### src/rtl/therm_pkg.sv
package therm_pkg;
  localparam int A_CFG  = 0;
  localparam int A_CHEN = 1;
  localparam int A_IVAL = 2;
  localparam int A_FILT = 3;
  localparam int A_IEN  = 4;
  localparam int A_STAT = 5;
  localparam int A_CAL  = 8;
  localparam int A_DATA = 16;

  localparam logic [31:0] CFG_RST = 32'h01DF_002F;
  localparam int IVAL_LSB = 12;

  typedef enum logic [1:0] {
    S_IDLE,
    S_ACQ,
    S_CONV,
    S_HOLD
  } seq_state_e;
endpackage

### src/rtl/therm_regs.sv
module therm_regs
  import therm_pkg::*;
#(
  parameter int NUM_CH = 4,
  parameter int CODE_W = 12,
  parameter int AW     = 5,
  parameter int CHW    = 2
) (
  input  logic                           clk_i,
  input  logic                           rst_ni,
  input  logic                           req_i,
  input  logic                           we_i,
  input  logic [AW-1:0]                  addr_i,
  input  logic [31:0]                    wdata_i,
  output logic [31:0]                    rdata_o,
  input  logic                           res_valid_i,
  input  logic [CHW-1:0]                 res_chan_i,
  input  logic [CODE_W-1:0]              res_code_i,
  output logic [15:0]                    acq_m1_o,
  output logic [15:0]                    per_m1_o,
  output logic [NUM_CH-1:0]              ch_en_o,
  output logic [19:0]                    ival_o,
  output logic                           filt_en_o,
  output logic [1:0]                     filt_type_o,
  output logic [NUM_CH-1:0]              ie_o,
  output logic [NUM_CH-1:0]              stat_o,
  output logic [NUM_CH-1:0][CODE_W-1:0]  cal_o,
  output logic                           irq_o
);
  localparam logic [CODE_W-1:0] CAL_MID = CODE_W'(1) << (CODE_W - 1);

  logic [31:0]                   cfg_q;
  logic [NUM_CH-1:0]             chen_q, ie_q, stat_q;
  logic [19:0]                   ival_q;
  logic [2:0]                    filt_q;
  logic [NUM_CH-1:0][CODE_W-1:0] cal_q, data_q;
  logic                          wr;

  assign wr = req_i & we_i;

  always_ff @(posedge clk_i or negedge rst_ni) begin
    if (!rst_ni) begin
      cfg_q  <= CFG_RST;
      chen_q <= '0;
      ival_q <= '0;
      filt_q <= '0;
      ie_q   <= '0;
    end else if (wr) begin
      if (addr_i == AW'(A_CFG))  cfg_q  <= wdata_i;
      if (addr_i == AW'(A_CHEN)) chen_q <= wdata_i[NUM_CH-1:0];
      if (addr_i == AW'(A_IVAL)) ival_q <= wdata_i[IVAL_LSB +: 20];
      if (addr_i == AW'(A_FILT)) filt_q <= wdata_i[2:0];
      if (addr_i == AW'(A_IEN))  ie_q   <= wdata_i[NUM_CH-1:0];
    end
  end

  // per-channel state; a fresh result beats a same-cycle clear
  always_ff @(posedge clk_i or negedge rst_ni) begin
    if (!rst_ni) begin
      for (int i = 0; i < NUM_CH; i++) begin
        cal_q[i]  <= CAL_MID;
        data_q[i] <= '0;
      end
      stat_q <= '0;
    end else begin
      for (int i = 0; i < NUM_CH; i++) begin
        if (wr && addr_i == AW'(A_CAL + i / 2))
          cal_q[i] <= wdata_i[16*(i%2) +: CODE_W];
        if (res_valid_i && res_chan_i == CHW'(i)) begin
          data_q[i] <= res_code_i;
          stat_q[i] <= 1'b1;
        end else if (wr && addr_i == AW'(A_STAT) && wdata_i[i]) begin
          stat_q[i] <= 1'b0;
        end
      end
    end
  end

  always_comb begin
    rdata_o = '0;
    if (addr_i == AW'(A_CFG))  rdata_o = cfg_q;
    if (addr_i == AW'(A_CHEN)) rdata_o[NUM_CH-1:0] = chen_q;
    if (addr_i == AW'(A_IVAL)) rdata_o[IVAL_LSB +: 20] = ival_q;
    if (addr_i == AW'(A_FILT)) rdata_o[2:0] = filt_q;
    if (addr_i == AW'(A_IEN))  rdata_o[NUM_CH-1:0] = ie_q;
    if (addr_i == AW'(A_STAT)) rdata_o[NUM_CH-1:0] = stat_q;
    for (int i = 0; i < NUM_CH; i++) begin
      if (addr_i == AW'(A_CAL + i / 2)) rdata_o[16*(i%2) +: CODE_W] = cal_q[i];
      if (addr_i == AW'(A_DATA + i))    rdata_o[CODE_W-1:0] = data_q[i];
    end
  end

  assign acq_m1_o    = cfg_q[15:0];
  assign per_m1_o    = cfg_q[31:16];
  assign ch_en_o     = chen_q;
  assign ival_o      = ival_q;
  assign filt_en_o   = filt_q[2];
  assign filt_type_o = filt_q[1:0];
  assign ie_o        = ie_q;
  assign stat_o      = stat_q;
  assign cal_o       = cal_q;
  assign irq_o       = |(stat_q & ie_q);
endmodule

### src/rtl/therm_interval.sv
module therm_interval #(
  parameter int UNIT_LOG2 = 12
) (
  input  logic        clk_i,
  input  logic        rst_ni,
  input  logic        run_i,
  input  logic [19:0] field_i,
  input  logic [2:0]  shift_i,
  output logic        tick_o
);
  localparam int CW = 20 + UNIT_LOG2 + 5;

  logic [CW-1:0] cnt_q, lim, lim_m1;
  logic          hit;

  assign lim    = (CW'(field_i) + CW'(1)) << (UNIT_LOG2 + int'(shift_i));
  assign lim_m1 = lim - CW'(1);
  assign hit    = cnt_q >= lim_m1;
  assign tick_o = run_i & hit;

  always_ff @(posedge clk_i or negedge rst_ni) begin
    if (!rst_ni)      cnt_q <= '0;
    else if (!run_i)  cnt_q <= '0;
    else if (hit)     cnt_q <= '0;
    else              cnt_q <= cnt_q + CW'(1);
  end
endmodule

### src/rtl/therm_conv_seq.sv
module therm_conv_seq
  import therm_pkg::*;
#(
  parameter int NUM_CH = 4,
  parameter int CODE_W = 12,
  parameter int CHW    = 2
) (
  input  logic                          clk_i,
  input  logic                          rst_ni,
  input  logic                          tick_i,
  input  logic [NUM_CH-1:0]             ch_en_i,
  input  logic [15:0]                   acq_m1_i,
  input  logic [15:0]                   per_m1_i,
  input  logic [2:0]                    shift_i,
  input  logic [NUM_CH-1:0][CODE_W-1:0] cal_i,
  input  logic                          conv_done_i,
  input  logic [CODE_W-1:0]             conv_code_i,
  output logic                          conv_start_o,
  output logic [CHW-1:0]                conv_chan_o,
  output logic                          res_valid_o,
  output logic [CHW-1:0]                res_chan_o,
  output logic [CODE_W-1:0]             res_code_o
);
  localparam int SW = CODE_W + 5;
  localparam int XW = CODE_W + 2;
  localparam logic [XW-1:0] MID = XW'(1) << (CODE_W - 1);

  seq_state_e        st_q;
  logic              pend_q, start_q, rv_q;
  logic [NUM_CH-1:0] en_snap_q;
  logic [2:0]        sh_q;
  logic [CHW-1:0]    chan_q, rchan_q;
  logic [4:0]        samp_q, nsamp_m1;
  logic [SW-1:0]     sum_q, sum_nx, avg;
  logic [15:0]       tmr_q;
  logic [CODE_W-1:0] rcode_q, sat;
  logic [XW-1:0]     adj;
  logic              first_found, nxt_found;
  logic [CHW-1:0]    first_idx, nxt_idx;

  // lowest enabled channel overall, and lowest enabled above the current one
  always_comb begin
    first_found = 1'b0;
    first_idx   = '0;
    nxt_found   = 1'b0;
    nxt_idx     = '0;
    for (int i = NUM_CH - 1; i >= 0; i--) begin
      if (ch_en_i[i]) begin
        first_found = 1'b1;
        first_idx   = CHW'(i);
      end
      if (en_snap_q[i] && i > int'(chan_q)) begin
        nxt_found = 1'b1;
        nxt_idx   = CHW'(i);
      end
    end
  end

  assign nsamp_m1 = (5'd1 << sh_q) - 5'd1;
  assign sum_nx   = sum_q + SW'(conv_code_i);
  assign avg      = sum_nx >> sh_q;
  assign adj      = {2'b00, avg[CODE_W-1:0]} + {2'b00, cal_i[chan_q]} - MID;

  always_comb begin
    if (adj[XW-1])       sat = '0;
    else if (adj[XW-2])  sat = '1;
    else                 sat = adj[CODE_W-1:0];
  end

  always_ff @(posedge clk_i or negedge rst_ni) begin
    if (!rst_ni) begin
      st_q      <= S_IDLE;
      pend_q    <= 1'b0;
      start_q   <= 1'b0;
      rv_q      <= 1'b0;
      en_snap_q <= '0;
      sh_q      <= '0;
      chan_q    <= '0;
      rchan_q   <= '0;
      rcode_q   <= '0;
      samp_q    <= '0;
      sum_q     <= '0;
      tmr_q     <= '0;
    end else begin
      start_q <= 1'b0;
      rv_q    <= 1'b0;
      if (tmr_q != '1) tmr_q <= tmr_q + 16'd1;
      if (tick_i) pend_q <= 1'b1;
      unique case (st_q)
        S_IDLE: begin
          if (pend_q) begin
            pend_q    <= tick_i;
            en_snap_q <= ch_en_i;
            sh_q      <= shift_i;
            if (first_found) begin
              chan_q <= first_idx;
              samp_q <= '0;
              sum_q  <= '0;
              tmr_q  <= '0;
              st_q   <= S_ACQ;
            end
          end
        end
        S_ACQ: begin
          if (tmr_q >= acq_m1_i) begin
            start_q <= 1'b1;
            st_q    <= S_CONV;
          end
        end
        S_CONV: begin
          if (conv_done_i) begin
            if (samp_q == nsamp_m1) begin
              rv_q    <= 1'b1;
              rchan_q <= chan_q;
              rcode_q <= sat;
              samp_q  <= '0;
              sum_q   <= '0;
            end else begin
              samp_q <= samp_q + 5'd1;
              sum_q  <= sum_nx;
            end
            st_q <= S_HOLD;
          end
        end
        S_HOLD: begin
          if (tmr_q >= per_m1_i) begin
            tmr_q <= '0;
            if (samp_q != '0) begin
              st_q <= S_ACQ;
            end else if (nxt_found) begin
              chan_q <= nxt_idx;
              st_q   <= S_ACQ;
            end else begin
              st_q <= S_IDLE;
            end
          end
        end
        default: st_q <= S_IDLE;
      endcase
    end
  end

  assign conv_start_o = start_q;
  assign conv_chan_o  = chan_q;
  assign res_valid_o  = rv_q;
  assign res_chan_o   = rchan_q;
  assign res_code_o   = rcode_q;
endmodule

### src/rtl/therm_seq_ctrl.sv
module therm_seq_ctrl
  import therm_pkg::*;
#(
  parameter int NUM_CH    = 4,
  parameter int CODE_W    = 12,
  parameter int AW        = 5,
  parameter int UNIT_LOG2 = 12,
  parameter int CHW       = (NUM_CH > 1) ? $clog2(NUM_CH) : 1
) (
  input  logic              clk_i,
  input  logic              rst_ni,
  input  logic              req_i,
  input  logic              we_i,
  input  logic [AW-1:0]     addr_i,
  input  logic [31:0]       wdata_i,
  output logic [31:0]       rdata_o,
  output logic              conv_start_o,
  output logic [CHW-1:0]    conv_chan_o,
  input  logic              conv_done_i,
  input  logic [CODE_W-1:0] conv_code_i,
  output logic              irq_o
);
  logic                          res_valid;
  logic [CHW-1:0]                res_chan;
  logic [CODE_W-1:0]             res_code;
  logic [15:0]                   acq_m1_w, per_m1_w;
  logic [NUM_CH-1:0]             ch_en_w, ie_w, stat_w;
  logic [19:0]                   ival_w;
  logic                          filt_en_w, tick_w;
  logic [1:0]                    filt_type_w;
  logic [2:0]                    shift_w;
  logic [NUM_CH-1:0][CODE_W-1:0] cal_w;

  assign shift_w = filt_en_w ? ({1'b0, filt_type_w} + 3'd1) : 3'd0;

  therm_regs #(.NUM_CH(NUM_CH), .CODE_W(CODE_W), .AW(AW), .CHW(CHW)) u_regs (
    .clk_i, .rst_ni, .req_i, .we_i, .addr_i, .wdata_i, .rdata_o,
    .res_valid_i (res_valid),
    .res_chan_i  (res_chan),
    .res_code_i  (res_code),
    .acq_m1_o    (acq_m1_w),
    .per_m1_o    (per_m1_w),
    .ch_en_o     (ch_en_w),
    .ival_o      (ival_w),
    .filt_en_o   (filt_en_w),
    .filt_type_o (filt_type_w),
    .ie_o        (ie_w),
    .stat_o      (stat_w),
    .cal_o       (cal_w),
    .irq_o
  );

  therm_interval #(.UNIT_LOG2(UNIT_LOG2)) u_ival (
    .clk_i, .rst_ni,
    .run_i   (|ch_en_w),
    .field_i (ival_w),
    .shift_i (shift_w),
    .tick_o  (tick_w)
  );

  therm_conv_seq #(.NUM_CH(NUM_CH), .CODE_W(CODE_W), .CHW(CHW)) u_seq (
    .clk_i, .rst_ni,
    .tick_i      (tick_w),
    .ch_en_i     (ch_en_w),
    .acq_m1_i    (acq_m1_w),
    .per_m1_i    (per_m1_w),
    .shift_i     (shift_w),
    .cal_i       (cal_w),
    .conv_done_i,
    .conv_code_i,
    .conv_start_o,
    .conv_chan_o,
    .res_valid_o (res_valid),
    .res_chan_o  (res_chan),
    .res_code_o  (res_code)
  );
endmodule

### config.mk
export PLATFORM = sky130hd
export DESIGN_NAME = therm_seq_ctrl
export DESIGN_NICKNAME = d
export VERILOG_FILES = /design/src/rtl/therm_pkg.sv /design/src/rtl/therm_regs.sv /design/src/rtl/therm_interval.sv /design/src/rtl/therm_conv_seq.sv /design/src/rtl/therm_seq_ctrl.sv
export SDC_FILE = /design/constraint.sdc
export NUM_CORES = 1
export LEC_CHECK = 0
export ABC_AREA = 0
export BUFFER_PORTS_ARGS = -buffer_cell sky130_fd_sc_hd__buf_4
export CAP_MARGIN = 15
export CORE_MARGIN = 5
export CORE_UTILIZATION = 54
export DETAILED_ROUTE_END_ITERATION = 16
export HOLD_SLACK_MARGIN = 0.08
export PLACE_DENSITY_LB_ADDON = 0.3
export SYNTH_ARGS = -nofsm -noshare
export SYNTH_HDL_FRONTEND = slang
export SYNTH_SLANG_ARGS = --single-unit
### constraint.sdc
create_clock -name clk_i -period 8.88 [get_ports clk_i]
set_input_delay 1.776 -clock clk_i [delete_from_list [all_inputs] [get_ports clk_i]]
set_output_delay 1.776 -clock clk_i [all_outputs]
set_load 0.005 [all_outputs]
==> qor.yml <==
worst_hold_path.endpoint: "u_seq.sum_q[3]"
routed_via_density: 6.215
yosysWarnings: 0
hp-class: "reg -> reg"
drtPass1Iterations: 8
dieWidth_um: 192.3
wirelength_um: 47930
final_nets: 2042
total_power_mw: 4.746
r2r_cells: 21
synth.top_cell.area_share_pct: 34.60
critPathMaxFanout: 30
dr.first_iter.drc_count: 1034
netlist_area_mm2: 0.01794
dp_hpwl_um: 34710
grt.total_usage_pct: 25.78
leakage_nw: 9.126
outcome: "completed"
cts-root-buf: "clkbuf_16"
clk_path_buf_depth: 3
critPathKind: "reg -> reg"
avgSynthCellArea_um2: 9.722
grt_pass1_vias: 14433
synthTopCellsByArea: "dfrtp_1 (35%), mux2_2 (11%), ha_1 (7.5%), nor2_1 (3.4%), nand2_1 (3.0%)"
ys_top_cells_by_count: "dfrtp_1 (248), mux2_2 (183), nor2_1 (161)"
fin_skew_ns: 0.03818
arrival_ns: 7.20
io-pin-count: 90
grt_max_degree: 152
setup_viol: 0
core_area_mm2: 0.03270
hold_path.startpoint: "u_seq.sum_q[3]"
wire_per_inst_um: 20.45
fmax_ghz: 0.1491
grt_pass1_wl_um: 77450
cts_htree_levels: 1
cts_tree: "yes"
die_h_um: 192.3
numCtsBuffers: 30
dp.cells: 2287
placed_cell_area_mm2: 0.01886
start_kind: "flip-flop"
rows: 66
dp_slack_ns: 1.627
ys_ff_latch: 265
gp_congestion: 0.9504
via_count: 14569
async_flop_share_pct: 100.0
final_util_pct: 61.09
synth.most_common_cell: "dfrtp_1"
syn_inst: 1845
fin_ws_ns: 2.172
worstPathRequired_ns: 9.37
dieArea_mm2: 0.03696
ff2ff_setup_slack_ns: 2.17
grt_overflow: 0
synth_ff_type: "dfrtp_1"
synth_largest_area_cell: "dfrtp_1"
drv_slew: 0
synth_cell_types: 92
worst_slew_pin_slew_ns: 1.206
clock-sinks: 265
r2r-start: "u_regs.filt_q[1]"
finalCriticalPeriod_ns: 6.708
powerDensity_mw_per_mm2: 237.6
clkTransAtPathRegs_ns: 0.06
drive_above_1_share_pct: 21.03
hold_ws_ns: 0.4824
antenna_found_initial: 0
nFillCells: 2799
register_area_mm2: 0.006653
clk_latency_ns: 0.59
syn_to_final_growth_pct: 11.37
final_antenna_net_count: 0
end_kind: "flip-flop"
reg2reg_to: "u_ival.cnt_q[24]"
final_design_area_no_fill_mm2: 0.01998
multi_input_area_mm2: 0.01063
tns_ns: 0
final_hold_viol_count: 0
cts_resized: 0
max_cap_violations: 0
initial_core_util_pct: 54.85
rsz0062_at_grt: "false"
cts_setup_buffers: 0
ys_seq_area_share_pct: 37.09
drc: 0
fin_crit_sh_pct: 75.54
fin_cells: 2344
whs_path_depth: 2
ir_drop_mv: 0.1823
antenna_cells: 0
port_buffers: 89
relSlewSlack_pct: 19.42
synth_edf_count: 0
hold_buffers: 0
routing by layer:
layer  wire length (um)  up-vias  GRT usage (%)
li1                   -     6805              -
met1              21360     7202          35.99
met2              22680      468          42.58
met3               2293       94          2.768
met4               1606        0          8.009
met5                  0        -              0
state kept, by name, summed over array words and instances, names as in the netlist, 5 cells and up:
register,count
u_regs.ival_o,20
u_regs.cfg_q,32
u_regs.data_q,48
u_seq.tmr_q,16
u_regs.cal_o,48
u_seq.sum_q,17
u_seq.res_code_o,12
u_seq.samp_q,5
u_ival.cnt_q,37
worst max path at each step:
stage	start	endpoint	slack [ns]	cells past startpoint
final	u_regs.filt_q[1]	u_ival.cnt_q[24]	2.17	21
after global routing	u_regs.ival_o[0]	u_ival.cnt_q[15]	1.51	21
after CTS	u_regs.ival_o[0]	u_ival.cnt_q[2]	1.79	20
after detailed placement	conv_code_i[0]	u_seq.res_code_o[10]	1.63	25
after global placement	conv_code_i[0]	u_seq.res_code_o[10]	1.89	25
after floorplan	conv_code_i[0]	u_seq.res_code_o[7]	2.33	25
power by group:
group	switching, mW	internal (mW)
registers	0.271	1.46
logic	0.942	0.754
clock network	0.525	0.792
worst max-delay path: stages (launching register included):
cell and delay [ns]:
dfrtp_1 0.40, ha_1 0.72, nand2_1 0.68, o2111ai_1 0.37, o211a_1 0.22, a31oi_1 0.16
nor3_2 0.40, nand4_4 0.22, nor3_2 0.65, nand4_1 0.23, a21boi_1 0.20, ha_1 0.32
a21o_1 0.16, a211o_1 0.30, nor2_1 0.09, nand2_1 0.09, nor4bb_1 0.26, o21ai_0 0.11
o21ai_0 0.37, nand2_1 0.31, buf_16 0.25, nor2_1 0.12
final cells by class:
type                            instances  share of cell area [%]
Sequential cell                       265                   33.30
Clock inverter                         12                  0.9959
Clock buffer                           43                   4.303
Multi-Input combinational cell       1415                   53.22
Tap cell                              442                   2.768
Timing Repair Buffer                  105                   4.247
Inverter                               62                   1.165
placed cells by master, fill, tap and decap left out, drive strengths merged, types with 53 or more instances in the layout:
cell / count
mux2: 183
nand3: 55
ha: 107
nor2: 161
buf: 105
nand2: 142
dfrtp: 248
a21oi: 88
xnor2: 55
xor2: 53
inv: 63
o21ai: 65
cell families after synthesis:
group,synth area share (%)
muxes,14.93
adders and majority gates,7.687
and+or+nand+nor,16.18
other,0.04187
AOI/OAI and AO/OA,14.82
DFF,37.09
xor gates and xnor gates,5.273
buffers and inverters,3.976
(Power assumes the default switching activity.)
